===== src/rtl/sup_pkg.sv =====
package sup_pkg;

    typedef enum logic [1:0] {
        TO_SHORT = 2'b00,
        TO_MID   = 2'b01,
        TO_LONG  = 2'b10,
        TO_MAX   = 2'b11
    } tsel_e;

    typedef enum logic [1:0] {
        MR_IDLE  = 2'b00,
        MR_DELAY = 2'b01,
        MR_HOLD  = 2'b10
    } mr_state_e;

    typedef struct packed {
        logic pgood;
        logic mr_n;
        logic vlow;
    } sup_in_t;

    localparam sup_in_t SUP_IN_RST = '{pgood: 1'b0, mr_n: 1'b1, vlow: 1'b0};

    function automatic int unsigned timeout_cycles(tsel_e sel, int unsigned cyc_ms);
        case (sel)
            TO_SHORT: return (14 * cyc_ms) / 10;
            TO_MID:   return 28 * cyc_ms;
            TO_LONG:  return 200 * cyc_ms;
            default:  return 1600 * cyc_ms;
        endcase
    endfunction

endpackage


===== src/rtl/sup_sync.sv =====
module sup_sync #(
    parameter int unsigned    W       = 1,
    parameter logic [W-1:0]   RST_VAL = '0
) (
    input  logic         clk,
    input  logic         rst,
    input  logic [W-1:0] d_i,
    output logic [W-1:0] q_o
);
    for (genvar b = 0; b < W; b++) begin : g_bit
        logic s1, s2;
        always_ff @(posedge clk) begin
            if (rst) begin
                s1 <= RST_VAL[b];
                s2 <= RST_VAL[b];
            end else begin
                s1 <= d_i[b];
                s2 <= s1;
            end
        end
        assign q_o[b] = s2;
    end
endmodule


===== src/rtl/sup_mr_qual.sv =====
module sup_mr_qual
    import sup_pkg::*;
#(
    parameter int unsigned MIN_LOW = 50,
    parameter int unsigned DLY     = 24
) (
    input  logic clk,
    input  logic rst,
    input  logic mr_n_s,
    output logic mr_fault
);
    localparam int unsigned LOW_W = $clog2(MIN_LOW + 1);
    localparam int unsigned DLY_W = $clog2(DLY + 1);

    mr_state_e          st_q;
    logic [LOW_W-1:0]   low_cnt_q;
    logic [DLY_W-1:0]   dly_cnt_q;

    always_ff @(posedge clk) begin
        if (rst) begin
            st_q      <= MR_IDLE;
            low_cnt_q <= '0;
            dly_cnt_q <= '0;
        end else begin
            case (st_q)
                MR_IDLE: begin
                    dly_cnt_q <= '0;
                    if (mr_n_s) begin
                        low_cnt_q <= '0;
                    end else if (low_cnt_q == LOW_W'(MIN_LOW - 1)) begin
                        low_cnt_q <= '0;
                        st_q      <= MR_DELAY;
                    end else begin
                        low_cnt_q <= low_cnt_q + 1'b1;
                    end
                end
                MR_DELAY: begin
                    if (dly_cnt_q == DLY_W'(DLY - 1)) begin
                        dly_cnt_q <= '0;
                        st_q      <= MR_HOLD;
                    end else begin
                        dly_cnt_q <= dly_cnt_q + 1'b1;
                    end
                end
                MR_HOLD: begin
                    if (mr_n_s) st_q <= MR_IDLE;
                end
                default: st_q <= MR_IDLE;
            endcase
        end
    end

    assign mr_fault = (st_q == MR_HOLD);
endmodule


===== src/rtl/sup_timer.sv =====
module sup_timer
    import sup_pkg::*;
#(
    parameter int unsigned CYC_PER_MS = 200000,
    parameter int unsigned CNT_W      = 29
) (
    input  logic       clk,
    input  logic       rst,
    input  logic       fault,
    input  logic [1:0] tsel,
    output logic       rst_act
);
    logic [CNT_W-1:0] cnt_q;
    logic [CNT_W-1:0] per_q;
    logic             act_q;

    always_ff @(posedge clk) begin
        if (rst) begin
            cnt_q <= '0;
            per_q <= CNT_W'(timeout_cycles(TO_SHORT, CYC_PER_MS));
            act_q <= 1'b1;
        end else if (fault) begin
            cnt_q <= '0;
            per_q <= CNT_W'(timeout_cycles(tsel_e'(tsel), CYC_PER_MS));
            act_q <= 1'b1;
        end else if (act_q) begin
            if (cnt_q == per_q - 1'b1) begin
                act_q <= 1'b0;
            end else begin
                cnt_q <= cnt_q + 1'b1;
            end
        end
    end

    assign rst_act = act_q;
endmodule


===== src/rtl/sup_reset_seq.sv =====
module sup_reset_seq
    import sup_pkg::*;
#(
    parameter int unsigned CYC_PER_US = 200,
    parameter int unsigned CYC_PER_MS = 200000
) (
    input  logic       clk,
    input  logic       rst,
    input  logic       pgood_i,
    input  logic       mr_req_n_i,
    input  logic       vcc_low_i,
    input  logic [1:0] tsel_i,
    output logic       sys_rst_n_o,
    output logic       sys_rst_o,
    output logic       early_warn_n_o
);
    localparam int unsigned MR_MIN = 25 * CYC_PER_US;
    localparam int unsigned MR_DLY = 12 * CYC_PER_US;
    localparam int unsigned T_MAX  = timeout_cycles(TO_MAX, CYC_PER_MS);
    localparam int unsigned CNT_W  = $clog2(T_MAX + 1);

    sup_in_t raw_in;
    sup_in_t syn_in;
    logic    pgood_s;
    logic    mr_fault;
    logic    fault;
    logic    rst_act;

    assign raw_in = '{pgood: pgood_i, mr_n: mr_req_n_i, vlow: vcc_low_i};

    sup_sync #(.W($bits(sup_in_t)), .RST_VAL(SUP_IN_RST)) u_sync (
        .clk (clk),
        .rst (rst),
        .d_i (raw_in),
        .q_o (syn_in)
    );

    assign pgood_s = syn_in.pgood;

    sup_mr_qual #(.MIN_LOW(MR_MIN), .DLY(MR_DLY)) u_mr (
        .clk      (clk),
        .rst      (rst),
        .mr_n_s   (syn_in.mr_n),
        .mr_fault (mr_fault)
    );

    assign fault = !pgood_s || mr_fault;

    sup_timer #(.CYC_PER_MS(CYC_PER_MS), .CNT_W(CNT_W)) u_tmr (
        .clk     (clk),
        .rst     (rst),
        .fault   (fault),
        .tsel    (tsel_i),
        .rst_act (rst_act)
    );

    assign sys_rst_n_o    = !rst_act;
    assign sys_rst_o      = rst_act;
    assign early_warn_n_o = !syn_in.vlow;
endmodule


===== config.mk =====
export PLATFORM = sky130hd
export DESIGN_NAME = sup_reset_seq
export DESIGN_NICKNAME = d
export VERILOG_FILES = /design/src/rtl/sup_pkg.sv /design/src/rtl/sup_sync.sv /design/src/rtl/sup_mr_qual.sv /design/src/rtl/sup_timer.sv /design/src/rtl/sup_reset_seq.sv
export SDC_FILE = /design/constraint.sdc
export NUM_CORES = 1
export LEC_CHECK = 0
export CAP_MARGIN = 15
export CORE_AREA = 2 2 96 98
export CTS_BUF_LIST = sky130_fd_sc_hd__clkbuf_2 sky130_fd_sc_hd__clkbuf_4 sky130_fd_sc_hd__clkbuf_8
export DETAILED_ROUTE_END_ITERATION = 16
export DIE_AREA = 0 0 98 100
export DONT_BUFFER_PORTS = 1
export GPL_TIMING_DRIVEN = 0
export PLACE_DENSITY = 0.7
export SLEW_MARGIN = 5
export SYNTH_ARGS = -nofsm -noshare
export SYNTH_HDL_FRONTEND = slang
export SYNTH_SLANG_ARGS = --single-unit

===== constraint.sdc =====
create_clock -name clk -period 3.4 [get_ports clk]
set_clock_uncertainty 0.2 [all_clocks]
set_input_delay 0.34 -clock clk [delete_from_list [all_inputs] [get_ports clk]]
set_output_delay 0.34 -clock clk [all_outputs]
set_load 0.01 [all_outputs]

==> out/qor_table.md, run 1 <==
| Parameter | This run |
|:---|:---|
| Result of the run | finished, final reports clean |
| Critical register-to-register path endpoint | u_tmr.cnt_q[16] |
| # setup viols final | 0 |
| Post-Syn Instances | 476 |
| Mapped cell area | 3880 um^2 |
| Overall track demand over capacity in global routing | 0.192 |
| I/O Pins | 10 |
| Largest stage delay, worst path | 0.66 ns |
| Pins Over Slew Limit | 0 |
| Met2 Routed Length | 4350 um |
| Full die area | 9800 um^2 |
| M1 wire length | 3850 um |
| CP max stage cell | sky130_fd_sc_hd__a211oi_2 |
| Global-route wire length before repair | 15500 um |
| Cell total after placement | 587 |
| Nets@finish | 507 |
| Worst setup path endpoint | u_tmr.cnt_q[16] |
| Top post-synthesis cells by area | sky130_fd_sc_hd__dfxtp_1 37%, sky130_fd_sc_hd__nand2_1 5.5%, sky130_fd_sc_hd__nor2_1 5.1% |
| Highest ir drop seen on vdd | 243 uV |
| Antenna cells | 0 |
| Highest fanout seen on the critical path | 10 |
| Max Buffers Root-to-Sink | 2 |
| Die Span Y | 100 um |
| Register clock-pin slew on the reported worst setup and hold paths | 0.08 ns |
| CP arrival | 3.25 ns |
| Met3 Routed Length | 550 um |
| Effective utilization at floorplan | 0.437 |
| Initial antenna violation count | 0 |
| Core area | 8890 um^2 |
| Capturing element type of the critical path | register |
| FF-to-FF path depth | 11 |
| Post-CTS Resized | 0 |
| H-Tree Level Count | 3 |
| Leakage power total | 1.52 nW |
| Max-cap violation count | 0 |
| Number of storage elements in the synthesis netlist | 72 |
| Via count of the first global-routing pass | 3348 |
| Detail Route Antenna Nets | 0 |
| Number of enable-type register cells in the synthesized netlist | 0 |
| Final hold slack | 0.0955 ns |
| Power density over the cells | 378 nW/um^2 |
| Final hold violation count | 0 |
| Inserted Clock Buffers | 9 |
| Final global-route overflow total | 0 |
| Final critical delay including setup and external delays | 3.19 ns |
| WP data required | 3.45 ns |
| Post-placement worst setup slack | 0.0963 ns |
| Wire length per cell after detailed routing | 14.6 um |
| Count of port buffers added during placement | 0 |
| Type of the worst setup path | register to register |
| Ys Warns | 0 |
| Area of combinational cells with multiple inputs | 2250 um^2 |
| Cell at the root of the clock tree | sky130_fd_sc_hd__clkbuf_8 |
| Number of detailed-route iterations in the first pass | 5 |
| Beginning of the critical path | u_tmr.per_q[18] |
| Post-DP HPWL | 6330 um |
| Pin count of the biggest net entering global routing | 13 |
| Number of distinct standard cells referenced by the synthesized netlist | 62 |
| Commonest cells after routing, fill and taps aside | 72 x sky130_fd_sc_hd__dfxtp_1, 57 x sky130_fd_sc_hd__nand2_1, 53 x sky130_fd_sc_hd__nor2_1, 29 x sky130_fd_sc_hd__a21oi_1, 20 x sky130_fd_sc_hd__clkbuf_1 |
| Max Used Layer | met4 |
| Slew @ Worst Pin | 0.729 ns |
| Clock tree from TritonCTS | built |
| Highest attainable clock frequency | 313 MHz |
| Top FF cell, synth | sky130_fd_sc_hd__dfxtp_1 |
| Clock Sinks | 72 |
| Avg Synthesized Cell Area | 8.16 um^2 |
| Sequential cell area | 1440 um^2 |
| Clock latency at the later pin of the worst-skew pair | 0.36 ns |
| Hold crit path type | input port to register |
| Asr flop ratio synth | 0 |
| Number of design-rule violations left by the first detailed-router iteration | 276 |
| DRC | 0 |
| Critical path launch point type | register |
| Cells along the critical path | clkbuf_1 -> inv_1 -> ha_1 -> buf_1 -> xnor2_1 -> a221oi_1 -> a41oi_1 -> nor4_4 -> a211oi_2 -> a31oi_1 -> a41o_1 |
| Relative area change from synthesis to final layout | 9.38% |
| Layout fillers | 869 |
| Chip width | 98 um |
| Sequential element share of the synthesized area | 0.371 |
| Largest area contributor in the netlist | sky130_fd_sc_hd__dfxtp_1 |
| Worst setup slack for register-to-register paths | 0.21 ns |
| Proportion of layout cells with a drive suffix above 1 | 0.115 |
| Core Rows | 35 |
| Via density per instance | 5.78 |
| Leading cell type in the layout, fill and taps excluded | sky130_fd_sc_hd__dfxtp_1 |
| Min setup slack post-route | 0.205 ns |
| Total number of vias | 3508 |
| Placer congestion estimate | 0.879 |
| Final non-filler cell total | 607 |
| Startpoint of the lowest-slack register-to-register path | u_tmr.per_q[18] |
| Final cycle utilization of the critical path | 0.940 |
| Synthesized Nets | 492 |
| Unrepaired setup endpoints after global routing | yes |
| Relative slew slack | 0.513 |
| Sum of routed wire length over all layers | 8870 um |
| Yosys top cell area share | 0.371 |
[worst max-delay path, delay by kind of cell, from the launching register on]
family,cells,cell delay [ns]
compound gates,5,1.48
fa+ha+maj,1,0.19
flops,1,0.31
buf+inv,3,0.62
xor+xnor,1,0.18
simple gates,1,0.10
[cells in the mapped netlist (12+ instances only)]
library cell,number
sky130_fd_sc_hd__a21oi_1,29
sky130_fd_sc_hd__dfxtp_1,72
sky130_fd_sc_hd__nor3_1,14
sky130_fd_sc_hd__clkbuf_1,20
sky130_fd_sc_hd__o21ai_0,14
sky130_fd_sc_hd__or3_1,15
sky130_fd_sc_hd__nand2_1,57
sky130_fd_sc_hd__nor2_1,53
sky130_fd_sc_hd__or4_1,12
sky130_fd_sc_hd__nand3_1,16
sky130_fd_sc_hd__a21oi_2,12
[how the worst min path moves through the flow]
stage | start | to | slack [ns] | cells past startpoint
6_report | tsel_i[1] | u_tmr.per_q[12] | 0.1 | 3
5_1_grt | tsel_i[1] | u_tmr.per_q[12] | 0.13 | 3
4_1_cts | tsel_i[1] | u_tmr.per_q[12] | 0.09 | 3
3_5_place_dp | u_sync.g_bit[1].s1 | u_sync.g_bit[1].s2 | 0.20 | 1
3_3_place_gp | u_sync.g_bit[1].s1 | u_sync.g_bit[1].s2 | 0.19 | 1
2_1_floorplan | u_sync.g_bit[1].s1 | u_sync.g_bit[1].s2 | 0.19 | 1
[what timing repair did]
item / CTS / global route
setup buffers: 0 / 1
endpoints found under the setup margin: 0 / 23
hold buffers: 3 / 0
hold endpoints to repair: 3 / 0
[cell families (layout without fill, tap and decap cells)]
family                     count (synthesis)  after routing  share of synthesized area
and+or+nand+nor                          227            227                      0.301
xor gates and xnor gates                  18             18                     0.0406
AOI/OAI and AO/OA                        109            109                      0.201
adders and majority gates                  9              9                     0.0290
DFF                                       72             72                      0.371
buffers and inverters                     38             58                     0.0496
muxes                                      3              3                    0.00806
[area by class of cell]
class                   count  share of cell area
well taps                 111              0.0327
repair buffers              4             0.00884
flip-flops and latches     72               0.339
multi-input cells         366               0.529
clock buffers              12              0.0374
plain buffers              28              0.0365
clock inverters             4             0.00678
inverters                  10             0.00884
[per-layer routing]
metal | GRT usage | up-vias
met5 | 0 | -
met4 | 0.0652 | 0
met3 | 0.0564 | 13
met2 | 0.328 | 91
met1 | 0.233 | 1661
li1 | - | 1743
[state kept, by name, indices dropped and copies added (netlist names)]
signal,cells
u_tmr.cnt_q,29
u_mr.st_q,2
u_tmr.rst_act,1
u_sync.g_bit.s2,3
u_sync.g_bit.s1,3
u_mr.dly_cnt_q,12
u_tmr.per_q,9
u_mr.low_cnt_q,13
[report_power, final]
part	leakage, nW	total [mW]	switching, mW	internal [mW]
clock network	0.0920	0.648	0.335	0.313
logic	0.840	0.0963	0.0598	0.0365
registers	0.584	0.860	0.00578	0.854
[per-stage QoR]
step                setup TNS [ns]  power, mW  cell area (um^2)   util
finish                           0       1.60              4250  0.478
global route               -0.0600       1.66              4250  0.478
CTS                              0       1.62              4240  0.477
detailed placement               0      0.973              4020  0.452
global placement                 0      0.970              4020  0.452
floorplan                        0      0.951              3880      -
Note: power is estimated with default switching activity, not from simulation.
==> run 2: changes to the inputs <==
==> constraint.sdc (replaced) <==
create_clock -name clk -period 3.4 [get_ports clk]
set_clock_uncertainty 0.2 [all_clocks]
set_input_delay 0.17 -clock clk [delete_from_list [all_inputs] [get_ports clk]]
set_output_delay 0.17 -clock clk [all_outputs]
set_load 0.01 [all_outputs]
==> out/qor_table.md, run 2 (synthesis gave the netlist of run 1 again) <==
| Parameter | This run |
|:---|:---|
| H-Tree Level Count | 3 |
| Type of the worst setup path | register to register |
| Result of the run | finished, final reports clean |
| Register name with the most flops | u_tmr.cnt_q |
| Power density over the cells | 376 nW/um^2 |
| Sum of routed wire length over all layers | 8950 um |
| Pin count of the biggest net entering global routing | 13 |
| Core Rows | 35 |
| Relative area change from synthesis to final layout | 10.2% |
| Core area | 8890 um^2 |
| Nets@finish | 510 |
| Proportion of layout cells with a drive suffix above 1 | 0.114 |
| Count of port buffers added during placement | 0 |
| Area of combinational cells with multiple inputs | 2250 um^2 |
| Final hold violation count | 0 |
| Worst setup path endpoint | u_tmr.cnt_q[20] |
| Die Span Y | 100 um |
| Detail Route Antenna Nets | 0 |
| Via density per instance | 5.78 |
| Antenna cells | 0 |
| Beginning of the critical path | u_tmr.per_q[18] |
| DRC | 0 |
| Pins Over Slew Limit | 0 |
| Relative slew slack | 0.511 |
| Aggregate negative setup slack | 0 ns |
| Leading cell type in the layout, fill and taps excluded | sky130_fd_sc_hd__dfxtp_1 |
| Total number of vias | 3527 |
| WP data required | 3.45 ns |
| Overall track demand over capacity in global routing | 0.193 |
| Slew @ Worst Pin | 0.732 ns |
| Via count of the first global-routing pass | 3375 |
| # setup viols final | 0 |
| Commonest cells after routing, fill and taps aside | 72 x sky130_fd_sc_hd__dfxtp_1, 57 x sky130_fd_sc_hd__nand2_1, 53 x sky130_fd_sc_hd__nor2_1, 29 x sky130_fd_sc_hd__a21oi_1, 20 x sky130_fd_sc_hd__clkbuf_1 |
| Final critical delay including setup and external delays | 3.21 ns |
| Number of design-rule violations left by the first detailed-router iteration | 235 |
| Highest fanout seen on the critical path | 10 |
| Layout fillers | 868 |
| Full die area | 9800 um^2 |
| Effective utilization at floorplan | 0.437 |
| Capturing element type of the critical path | register |
| Max Buffers Root-to-Sink | 2 |
| Sequential cell area | 1440 um^2 |
| FF-to-FF path depth | 11 |
| Cell at the root of the clock tree | sky130_fd_sc_hd__clkbuf_8 |
| Critical register-to-register path endpoint | u_tmr.cnt_q[20] |
| Highest ir drop seen on vdd | 243 uV |
| Number of detailed-route iterations in the first pass | 5 |
| Placer congestion estimate | 0.879 |
| CP arrival | 3.26 ns |
| Max-cap violation count | 0 |
| Hold crit path type | input port to register |
| Clock latency at the later pin of the worst-skew pair | 0.36 ns |
| Unrepaired setup endpoints after global routing | yes |
| Wire length per cell after detailed routing | 14.7 um |
| Inserted Clock Buffers | 9 |
| Final global-route overflow total | 0 |
| Startpoint of the lowest-slack register-to-register path | u_tmr.per_q[18] |
| Clock tree from TritonCTS | built |
| Clock Sinks | 72 |
| Register clock-pin slew on the reported worst setup and hold paths | 0.08 ns |
| Initial antenna violation count | 0 |
| Chip width | 98 um |
| Leakage power total | 1.53 nW |
| Worst setup slack for register-to-register paths | 0.19 ns |
| Final design utilization | 0.481 |
| Critical path launch point type | register |
| I/O Pins | 10 |
| Max reg flops | 29 |
| Global-route wire length before repair | 15600 um |
| Highest attainable clock frequency | 311 MHz |
| Regs by FF count | u_tmr.cnt_q x29, u_mr.low_cnt_q x13, u_mr.dly_cnt_q x12 |
| Post-DP HPWL | 6330 um |
| Final cycle utilization of the critical path | 0.944 |
## run 2: cell type report
class | count | share of cell area
clock inverters | 4 | 0.00673
multi-input cells | 366 | 0.526
plain buffers | 28 | 0.0363
repair buffers | 7 | 0.0158
flip-flops and latches | 72 | 0.337
inverters | 10 | 0.00878
clock buffers | 12 | 0.0372
well taps | 111 | 0.0325
## run 2: worst min path at each step
stage | from | end | slack (ns) | depth (start not counted)
final | rst | u_sync.g_bit[2].s1 | 0.008 | 2
after global routing | rst | u_sync.g_bit[0].s2 | 0.05 | 2
after CTS | rst | u_sync.g_bit[2].s1 | 0.007 | 2
after detailed placement | mr_req_n_i | u_sync.g_bit[1].s1 | 0.08 | 1
after global placement | mr_req_n_i | u_sync.g_bit[1].s1 | 0.08 | 1
after floorplan | mr_req_n_i | u_sync.g_bit[1].s1 | 0.07 | 1
## run 2: repair_timing
| action | in CTS | in global routing |
|---|---|---|
| setup buffers | 0 | 1 |
| resized for setup | 0 | 0 |
| endpoints found under the hold margin | 8 | 0 |
| hold buffers | 6 | 0 |
| setup endpoints to repair | 0 | 23 |
## run 2: per-layer routing
metal,vias to the layer above,track usage,routed length (um)
li1,1747,-,-
met5,-,0,0
met3,14,0.0515,501
met1,1675,0.236,3920
met4,0,0.0652,127
met2,91,0.331,4390
## run 2: metrics by stage
stage	worst slack [ns]	std cells	hold slack [ns]	total power [mW]	instance area (um^2)
2_1_floorplan	0.552	476	0.0738	0.951	3880
6_report	0.190	610	0.00833	1.61	4280
3_3_place_gp	0.217	587	0.0771	0.970	4020
3_5_place_dp	0.0963	587	0.0768	0.973	4020
4_1_cts	0.0765	609	0.00654	1.62	4270
5_1_grt	-0.0292	610	0.0501	1.67	4280
## run 2: power by group
group | switching, mW | leakage (nW) | internal (mW)
clock | 0.336 | 0.0920 | 0.313
sequential | 0.00592 | 0.584 | 0.854
combinational | 0.0610 | 0.854 | 0.0388
total | 0.403 | 1.53 | 1.21
## run 2: worst max-delay path: stages, from the launching register on
cell                       delay (ns)
sky130_fd_sc_hd__dfxtp_1         0.31
sky130_fd_sc_hd__clkbuf_1        0.33
sky130_fd_sc_hd__inv_1           0.11
sky130_fd_sc_hd__ha_1            0.19
sky130_fd_sc_hd__buf_1           0.19
sky130_fd_sc_hd__xnor2_1         0.18
sky130_fd_sc_hd__a221oi_1        0.10
sky130_fd_sc_hd__a41oi_1         0.32
sky130_fd_sc_hd__nor4_4          0.10
sky130_fd_sc_hd__a211oi_2        0.66
sky130_fd_sc_hd__a31oi_1         0.17
sky130_fd_sc_hd__a41o_1          0.23
==> run 3: changes to the inputs <==
Settings changed: CTS_BUF_LIST sky130_fd_sc_hd__clkbuf_2 sky130_fd_sc_hd__clkbuf_4 sky130_fd_sc_hd__clkbuf_8 to unset, GPL_TIMING_DRIVEN 0 to unset.
==> out/qor_table.md, run 3 (synthesis gave the netlist of run 1 again) <==
| Parameter | This run |
|:---|:---|
| Final cycle utilization of the critical path | 0.866 |
| Commonest cells after routing, fill and taps aside | 72 x sky130_fd_sc_hd__dfxtp_1, 57 x sky130_fd_sc_hd__nand2_1, 53 x sky130_fd_sc_hd__nor2_1, 29 x sky130_fd_sc_hd__a21oi_1, 16 x sky130_fd_sc_hd__nand3_1 |
| Max-cap violation count | 0 |
| Nets@finish | 485 |
| Clock tree from TritonCTS | built |
| WP data required | 3.45 ns |
| Via count of the first global-routing pass | 2958 |
| Pins Over Slew Limit | 0 |
| Full die area | 9800 um^2 |
| Highest fanout seen on the critical path | 10 |
| Overall track demand over capacity in global routing | 0.175 |
| Worst setup slack for register-to-register paths | 0.46 ns |
| Slew @ Worst Pin | 0.930 ns |
| Register clock-pin slew on the reported worst setup and hold paths | 0.08 ns |
| Detail Route Antenna Nets | 0 |
| Relative slew slack | 0.380 |
| Global-route wire length before repair | 14000 um |
| Highest attainable clock frequency | 340 MHz |
| Type of the worst setup path | register to register |
| Final critical delay including setup and external delays | 2.94 ns |
| Proportion of layout cells with a drive suffix above 1 | 0.112 |
| # setup viols final | 0 |
| Post-CTS Resized | 0 |
| Sum of routed wire length over all layers | 8220 um |
| DRC | 0 |
| Highest ir drop seen on vdd | 209 uV |
| Total number of vias | 3338 |
| Power density over the cells | 414 nW/um^2 |
| Effective utilization at floorplan | 0.437 |
| Clock Sinks | 72 |
| Antenna cells | 0 |
| Result of the run | finished, final reports clean |
| Leakage power total | 1.51 nW |
| Die Span Y | 100 um |
| Clock latency at the later pin of the worst-skew pair | 0.36 ns |
| Aggregate negative setup slack | 0 ns |
| Cell at the root of the clock tree | sky130_fd_sc_hd__clkbuf_8 |
| Wire length per cell after detailed routing | 14.1 um |
| Capturing element type of the critical path | register |
| Cell area after placement | 3890 um^2 |
| Core area | 8890 um^2 |
| Post-CTS setup buffer count | 0 |
| Number of detailed-route iterations in the first pass | 4 |
| Chip width | 98 um |
| Max reg flops | 29 |
| Regs by FF count | u_tmr.cnt_q x29, u_mr.low_cnt_q x13, u_mr.dly_cnt_q x12 |
| Relative area change from synthesis to final layout | 8.09% |
| # hold bufs at CTS | 7 |
| I/O Pins | 10 |
| CP arrival | 2.99 ns |
| Final hold violation count | 0 |
| Via density per instance | 5.72 |
| Core Rows | 35 |
| Leading cell type in the layout, fill and taps excluded | sky130_fd_sc_hd__dfxtp_1 |
| Final instance area | 4200 um^2 |
| Hold crit path type | input port to register |
| Number of design-rule violations left by the first detailed-router iteration | 205 |
| Pin count of the biggest net entering global routing | 46 |
| Unrepaired setup endpoints after global routing | no |
| Inserted Clock Buffers | 9 |
| H-Tree Level Count | 3 |
| Final global-route overflow total | 0 |
| Placer congestion estimate | 0.909 |
| Initial antenna violation count | 0 |
| Register name with the most flops | u_tmr.cnt_q |
| Max Buffers Root-to-Sink | 2 |
| Post-DP HPWL | 5530 um |
| Count of port buffers added during placement | 0 |
| Critical path launch point type | register |
-- run 3: area by class of cell --
class	count	area [um^2]
Clock buffer	11	151
Clock inverter	4	76.3
Fill cell	858	4690
Inverter	10	37.5
Multi-Input combinational cell	366	2250
Sequential cell	72	1440
Tap cell	111	139
Timing Repair Buffer	10	103
-- run 3: path summary, 6_finish.rpt --
path,from,endpoint,cells past startpoint
setup / recovery,u_tmr.per_q[18],u_tmr.cnt_q[20],9
hold / removal,tsel_i[0],u_tmr.per_q[24],3
setup reg to reg,u_tmr.per_q[18],u_tmr.cnt_q[20],9
hold reg to reg,u_sync.g_bit[1].s1,u_sync.g_bit[1].s2,1
-- run 3: where the power goes --
part           switching [mW]  internal, mW  total [mW]
sequential             0.0145         0.854       0.868
clock                   0.333         0.452       0.785
combinational          0.0485        0.0367      0.0852
-- run 3: critical path, cell delays in order, from the launching register on --
cell	delay, ns
sky130_fd_sc_hd__dfxtp_1	0.46
sky130_fd_sc_hd__inv_1	0.09
sky130_fd_sc_hd__ha_1	0.29
sky130_fd_sc_hd__xnor2_1	0.17
sky130_fd_sc_hd__a221oi_1	0.09
sky130_fd_sc_hd__a41oi_1	0.30
sky130_fd_sc_hd__nor4_4	0.12
sky130_fd_sc_hd__a211oi_2	0.71
sky130_fd_sc_hd__a31oi_1	0.18
sky130_fd_sc_hd__a41o_1	0.22
-- run 3: metal layers --
layer / wire length (um) / global-route usage
met1: 4090 / 0.237
met4: 153 / 0.0748
met3: 255 / 0.0299
met5: 0 / 0
met2: 3720 / 0.278
-- run 3: through the flow --
| stage | power, mW | hold WS (ns) | worst slack, ns | cells | utilization |
|---|---|---|---|---|---|
| 2_1_floorplan | 0.951 | 0.0738 | 0.552 | 476 | - |
| 3_3_place_gp | 0.954 | 0.0429 | 0.599 | 562 | 0.437 |
| 3_5_place_dp | 0.957 | 0.0451 | 0.486 | 562 | 0.437 |
| 4_1_cts | 1.75 | 0.0157 | 0.506 | 584 | 0.472 |
| 5_1_grt | 1.80 | 0.0275 | 0.231 | 584 | 0.472 |
| 6_report | 1.74 | 0.0192 | 0.457 | 584 | 0.472 |
